===== src/rtl/swe_pkg.sv =====
package swe_pkg;
  typedef enum logic {
    ROUTE_CROSS  = 1'b0,
    ROUTE_TOGGLE = 1'b1
  } route_e;

  localparam int unsigned STAGE_W = 5;  // init, west, north, addr strobe, prio strobe
endpackage


===== src/rtl/swe_stage.sv =====
module swe_stage #(
  parameter int unsigned W = 1
) (
  input  logic         clk_i,
  input  logic         rst_ni,
  input  logic [W-1:0] d_i,
  output logic [W-1:0] q_o
);
  always_ff @(posedge clk_i or negedge rst_ni) begin
    if (!rst_ni) q_o <= '0;
    else         q_o <= d_i;
  end

  assert_stage_delay_R7: assert property (@(posedge clk_i) disable iff (!rst_ni)
    1'b1 |=> q_o == $past(d_i));
endmodule


===== src/rtl/swe_decide.sv =====
module swe_decide
  import swe_pkg::*;
(
  input  logic   clk_i,
  input  logic   rst_ni,
  input  logic   init_i,
  input  logic   west_i,
  input  logic   north_i,
  input  logic   addr_fld_i,
  input  logic   prio_fld_i,
  output route_e route_o
);
  logic   decided_q;
  route_e held_q;
  logic   held_vld, differ, decide_now;
  route_e route_d;

  assign held_vld = decided_q & ~init_i;
  assign differ   = west_i ^ north_i;

  always_comb begin
    decide_now = 1'b0;
    route_d    = ROUTE_CROSS;
    if (held_vld) begin
      route_d = held_q;
    end else if (addr_fld_i && differ) begin
      decide_now = 1'b1;  // address mismatch: cross for the cell
    end else if (prio_fld_i && differ) begin
      decide_now = 1'b1;
      route_d    = west_i ? ROUTE_CROSS : ROUTE_TOGGLE;
    end
  end

  assign route_o = route_d;

  always_ff @(posedge clk_i or negedge rst_ni) begin
    if (!rst_ni) begin
      decided_q <= 1'b0;
      held_q    <= ROUTE_CROSS;
    end else if (decide_now) begin
      decided_q <= 1'b1;
      held_q    <= route_d;
    end else if (init_i) begin
      decided_q <= 1'b0;
      held_q    <= ROUTE_CROSS;
    end
  end

  assert_mismatch_cross_R5: assert property (@(posedge clk_i) disable iff (!rst_ni)
    (addr_fld_i && differ) |-> route_o == ROUTE_CROSS);
  assert_toggle_source_R2: assert property (@(posedge clk_i) disable iff (!rst_ni)
    (route_o == ROUTE_TOGGLE) |-> ((prio_fld_i && !west_i && north_i) || held_vld));
  assert_decision_held_R9: assert property (@(posedge clk_i) disable iff (!rst_ni)
    (decided_q && !init_i) |=> $stable(held_q));
  assert_init_clears_R1: assert property (@(posedge clk_i) disable iff (!rst_ni)
    (init_i && !prio_fld_i) |-> route_o == ROUTE_CROSS);
  assert_equal_bits_R10: assert property (@(posedge clk_i) disable iff (!rst_ni)
    (!held_vld && !differ) |-> route_o == ROUTE_CROSS);
endmodule


===== src/rtl/swe_xbar.sv =====
module swe_xbar
  import swe_pkg::*;
#(
  parameter int unsigned W = 1
) (
  input  route_e       route_i,
  input  logic [W-1:0] west_i,
  input  logic [W-1:0] north_i,
  output logic [W-1:0] east_o,
  output logic [W-1:0] south_o
);
  always_comb begin
    if (route_i == ROUTE_TOGGLE) begin
      east_o  = north_i;
      south_o = west_i;
    end else begin
      east_o  = west_i;
      south_o = north_i;
    end
  end

  always_comb begin
    assert_xbar_perm_R2: assert ($countones({east_o, south_o}) == $countones({west_i, north_i}));
  end
endmodule


===== src/rtl/swe_cell.sv =====
module swe_cell
  import swe_pkg::*;
(
  input  logic clk_i,
  input  logic rst_ni,
  input  logic cell_init_i,
  input  logic west_bit_i,
  input  logic north_bit_i,
  input  logic addr_fld_i,
  input  logic prio_fld_i,
  output logic east_bit_o,
  output logic south_bit_o,
  output logic east_addr_fld_o,
  output logic south_addr_fld_o,
  output logic east_prio_fld_o,
  output logic south_prio_fld_o
);
  logic [STAGE_W-1:0] stage_d, stage_q;
  logic   init_q, west_q, north_q, addr_q, prio_q;
  route_e route;

  assign stage_d = {cell_init_i, west_bit_i, north_bit_i, addr_fld_i, prio_fld_i};
  assign {init_q, west_q, north_q, addr_q, prio_q} = stage_q;

  swe_stage #(.W(STAGE_W)) u_stage (
    .clk_i  (clk_i),
    .rst_ni (rst_ni),
    .d_i    (stage_d),
    .q_o    (stage_q)
  );

  swe_decide u_decide (
    .clk_i      (clk_i),
    .rst_ni     (rst_ni),
    .init_i     (init_q),
    .west_i     (west_q),
    .north_i    (north_q),
    .addr_fld_i (addr_q),
    .prio_fld_i (prio_q),
    .route_o    (route)
  );

  swe_xbar #(.W(1)) u_xbar (
    .route_i (route),
    .west_i  (west_q),
    .north_i (north_q),
    .east_o  (east_bit_o),
    .south_o (south_bit_o)
  );

  // one strobe register feeds both neighbours
  assign east_addr_fld_o  = addr_q;
  assign south_addr_fld_o = addr_q;
  assign east_prio_fld_o  = prio_q;
  assign south_prio_fld_o = prio_q;

  assert_strobe_fwd_R7: assert property (@(posedge clk_i) disable iff (!rst_ni)
    1'b1 |=> (east_addr_fld_o == $past(addr_fld_i)) && (south_prio_fld_o == $past(prio_fld_i)));
  assert_data_fwd_R7: assert property (@(posedge clk_i) disable iff (!rst_ni)
    1'b1 |=> ({east_bit_o, south_bit_o} == {$past(west_bit_i), $past(north_bit_i)}) ||
             ({east_bit_o, south_bit_o} == {$past(north_bit_i), $past(west_bit_i)}));
endmodule


===== config.mk =====
export PLATFORM = sky130hd
export DESIGN_NAME = swe_cell
export DESIGN_NICKNAME = d
export VERILOG_FILES = /design/src/rtl/swe_pkg.sv /design/src/rtl/swe_stage.sv /design/src/rtl/swe_decide.sv /design/src/rtl/swe_xbar.sv /design/src/rtl/swe_cell.sv
export SDC_FILE = /design/constraint.sdc
export NUM_CORES = 1
export LEC_CHECK = 0
export CAP_MARGIN = 5
export CORE_AREA = 2 2 39 41
export DETAILED_ROUTE_END_ITERATION = 8
export DIE_AREA = 0 0 41 43
export HOLD_SLACK_MARGIN = 0.08
export PLACE_DENSITY_LB_ADDON = 0.05
export SLEW_MARGIN = 20
export SYNTH_ARGS = -nofsm -noshare
export SYNTH_HDL_FRONTEND = slang
export SYNTH_SLANG_ARGS = --single-unit

===== constraint.sdc =====
create_clock -name clk_i -period 2 [get_ports clk_i]
set_input_delay 0.4 -clock clk_i [delete_from_list [all_inputs] [get_ports clk_i]]
set_output_delay 0.4 -clock clk_i [all_outputs]
set_load 0.01 [all_outputs]

---- Yosys cells after proc, flatten, opt, wreduce, memory -nomap -nowiden ----
Cells that the tools add are included.
operators by class
  mux-type cells .......................... 12
  reduce and logical (&&, ||, !) cells .... 3
  bitwise gates (word level) .............. 3
operators with widths
  kind                 count
  $mux W1              12
  $logic_and A1 B1 Y1  2
  $reduce_bool A2 Y1   1
  $and A1 B1 Y1        1
  $not A1 Y1           1
  $xor A1 B1 Y1        1
word-level totals
  bits in registers ....................... 7

---- Logic depth before layout (Yosys ltp) ----
  word-level depth ........................ 6
  gate-level depth with buffers ........... 3
  depth with buffers taken out ............ 3

---- Cells and area by module ----
Synthesis repeated with hierarchy kept, for this count alone.
second synthesis, totals
  cell total of the unflattened synthesis .. 24
  area, all modules ....................... 314.1 µm²
by module, submodules not included
  module      sequential area each (µm²)  cells an instance  area each (µm²)  instances
  swe_decide  50.0                        15                 151.4            1
  swe_stage   125.1                       5                  125.1            1
  swe_xbar    0.0                         2                  22.5             1
  swe_cell    0.0                         2                  15.0             1

---- Worst setup path after synthesis ----
OpenSTA, ideal clock, no wires.
  kind .................................... register -> output
  start ................................... register u_stage.q_o[1]
  end ..................................... output east_bit_o
  cell stages (with the launch flop) ...... 4
  arrival time ............................ 1.065 ns
  path slack .............................. 0.535 ns
  cells stage by stage .................... dfrtp_1 -> nand2b_1 -> nor4b_2 -> a211o_1
on the way
  longest elaborated chain between the ends .. 4
ends and longest elaborated chain
  element                 RTL line          source
  start, declared         swe_stage.sv:7    output logic [W-1:0] q_o
  start signal, assigned  swe_stage.sv:11   else q_o <= d_i;
  $logic_and A1 B1 Y1     swe_decide.sv:26  end else if (addr_fld_i && differ) begin
  $mux W1                 swe_decide.sv:26
  $mux W1                 swe_decide.sv:24  if (held_vld) begin
  $mux W1                 swe_xbar.sv:13    if (route_i == ROUTE_TOGGLE) begin
  end, declared           swe_cell.sv:11    output logic east_bit_o,
Every way passes these cells.

---- Worst setup path in the final report ----
  start ................................... register u_decide.decided_q
  end ..................................... output east_bit_o
on the way
  longest elaborated chain between the ends .. 3
ends and longest elaborated chain
  element                 RTL line          source
  start, declared         swe_decide.sv:13  logic decided_q;
  start signal, assigned  swe_decide.sv:38  decided_q <= 1'b0;
  start signal, assigned  swe_decide.sv:41  decided_q <= 1'b1;
  start signal, assigned  swe_decide.sv:44  decided_q <= 1'b0;
  $and A1 B1 Y1           swe_decide.sv:18  assign held_vld = decided_q & ~init_i;
  $mux W1                 swe_decide.sv:24
  $mux W1                 swe_xbar.sv:13
Every way passes these cells.

==> reports/metrics.yaml <==
status: "finished clean"
grt_pass1_wl_um: 1010
gp_congestion: 0.663
setup.worst_path.start: "u_decide.decided_q$_DFFE_PN0P_"
critPathSlowestCell: "dfrtp_1"
r2r-start: "u_decide.decided_q$_DFFE_PN0P_"
final_util_pct: 36.0
drt_iter0_drc: 2
synth_cell_type_count: 18
crit_family: "simple AND/OR/NAND/NOR gates"
antenna_found_initial: 0
fin_crit_sh_pct: 94.0
via_count: 257
fmax_ghz: 0.532
crit_fanout: 3
ir_worst_vdd_v: 0.000348
initial_core_util_pct: 22.8
grt_max_degree: 8
path_cells: "nor2b_2 -> nor4b_4 -> a211o_1 -> clkdlybuf4s15_1"
port_buffers: 12
crit_type: "reg -> out"
drtAntennaViolNets: 0
fillers: 156
drive_gt1_share_pct: 18.2
setup-violations-final: 0
rsz0062_at_grt: "no"
synth_area_leaders: "dfrtp_1, buf_4, nor4b_2"
p_per_area_mw_per_mm2: 682
firstDrtPassIters: 4
crit_arrival_ns: 1.48
fin_nets: 52
diodes: 0
viasPerCell: 4.28
synth_cells: 27
worst_pin_slew_ns: 0.286
clock-sinks: 7
cts.clk_slew.worst_paths_ns: 0.05
yosysTopAreaCell: "dfrtp_1"
synth-seq-area-share_pct: 55.6
p_total_uw: 340
combPwrFrac_pct: 17.9
switching_share_pct: 22.2
syn-num-nets: 34
syn_avg_cell_area_um2: 11.7
die_w_um: 41
cp.buffers_inverters: 1
synth_seq_cells: 7
slew_violations: 0
cts_tree: "done"
hp-class: "in -> async"
postCtsSetupBuffers: 0
crit_path_end_kind: "output port"
gr-total-overflow: 0
p_leak_uw: 0.000227
synthesis.area_um2: 315
power_frac_seq_pct: 46.8
cts_buffer_depth: 2
crit_required_ns: 1.60
fin_worst_skew_ns: 0.00347
cpPeakStageDelay_ns: 0.37
grt_pass1_vias: 257
grt_use_total_pct: 9.04
cp-start-kind: "flop"
core.rowCount: 14
setup_tns_ns: 0
fp.coreArea_mm2: 0.00138
clk_latency_ns: 0.24
post-route-min-period_ns: 1.88
boundaryPins: 13
power.switching_uw: 75.2
dieHeight_um: 43
intPower_uw: 264
wl_um: 566
cap_viol_max_count: 0
synth_top_cell_area_share_pct: 55.6
yosysWarnings: 0
clockRootBuffer: "clkbuf_4"
hold_violations: 0
syn_to_final_growth_pct: 57.9
cts-buffers-inserted: 3
slew_headroom_pct: 80.9
drcViolationCount: 0
wl_per_cell_um: 9.43
htreeDepth: 1
pwr-share-clk_pct: 35.4
dieArea_mm2: 0.00176
## kinds of logic (layout without fill, tap and decap cells)
| kind of cell | count (synthesis) | count (layout) | synth area share [%] |
|---|---|---|---|
| compound gates | 8 | 8 | 17.5 |
| xor+xnor | 1 | 1 | 2.78 |
| buf+inv | 4 | 21 | 7.14 |
| flops | 7 | 7 | 55.6 |
| simple gates | 7 | 7 | 17.1 |
## routing by layer
| metal | global-route usage [%] | share of wire [%] | vias up |
|---|---|---|---|
| met4 | 10.0 | 0 | 0 |
| li1 | - | - | 130 |
| met3 | 2.09 | 6.0 | 0 |
| met2 | 12.8 | 57 | 8 |
| met1 | 9.67 | 37 | 119 |
| met5 | 0 | 0 | - |
## final timing paths
kind	endpoint	slack, ns	cells past startpoint
hold / removal	u_decide.decided_q$_DFFE_PN0P_	0.40	1
setup reg to reg	u_decide.held_q$_DFFE_PN0P_	0.90	3
hold reg to reg	u_decide.held_q$_DFFE_PN0P_	0.55	1
max in group asynchronous	u_decide.held_q$_DFFE_PN0P_	1.37	1
setup / recovery	east_bit_o	0.12	4
min in group clk_i	u_decide.held_q$_DFFE_PN0P_	0.55	1
## worst register-to-register path, cell delays in order, from the launching register on
cell and delay (ns):
dfrtp_1 0.37, nor2b_2 0.17, nor4b_4 0.32, o22a_1 0.18
## state kept, by name, summed over array words and instances (netlist names)
register	cells
u_stage.q_o	5
u_decide.decided_q	1
u_decide.held_q	1
## timing repair
| item | 4_1_cts | 5_1_grt |
|---|---|---|
| resized for setup | 3 | 2 |
| pin swaps | 0 | 3 |
| hold buffers | 0 | 0 |
| endpoints found under the hold margin | 0 | 0 |
| setup endpoints to repair | 2 | 2 |
## power by group through the flow
stage	logic [uW]	clock network, uW	registers, uW
3_3_place_gp	60.2	0	160
4_1_cts	61.2	128	159
5_1_grt	67.3	132	161
2_1_floorplan	23.2	0	162
6_report	60.7	120	159
3_5_place_dp	61.4	0	161
## layout by cell type, fill, tap and decap left out, types with 2 or more instances in the layout
cell / instances
dfrtp_1: 7
clkdlybuf4s15_1: 2
clkbuf_4: 3
buf_4: 3
inv_1: 2
o21ai_0: 2
clkdlybuf4s50_1: 10
## area by class of cell
type                    count  area (um^2)  share of cell area, %
multi-input cells          16          126                   25.4
flip-flops and latches      7          175                   35.2
inverters                   2         7.51                   1.51
well taps                  16         20.0                   4.02
clock buffers               4         26.3                   5.28
repair buffers             15          143                   28.6
## synth_stat cells
library cell / instances
dfrtp_1: 7
buf_4: 2
inv_1: 2
o21ai_0: 2
a211o_1: 1
a211oi_1: 1
a21oi_1: 1
a2bb2oi_1: 1
and3_1: 1
nand2_1: 1
nand2b_1: 1
nand3b_1: 1
nor2b_1: 1
nor2b_2: 1
nor4b_2: 1
o22a_1: 1
o22ai_1: 1
xor2_1: 1
## metrics by stage
stage | instance area, um^2 | setup WS [ns] | std cells | hold WS [ns]
floorplan | 315 | 0.535 | 27 | 0.104
global placement | 463 | 0.0769 | 56 | 0.529
detailed placement | 463 | 0.0259 | 56 | 0.541
CTS | 495 | 0.0723 | 60 | 0.404
global route | 498 | 0.00792 | 60 | 0.426
finish | 498 | 0.121 | 60 | 0.403
Power figures use the tool's default switching activity.
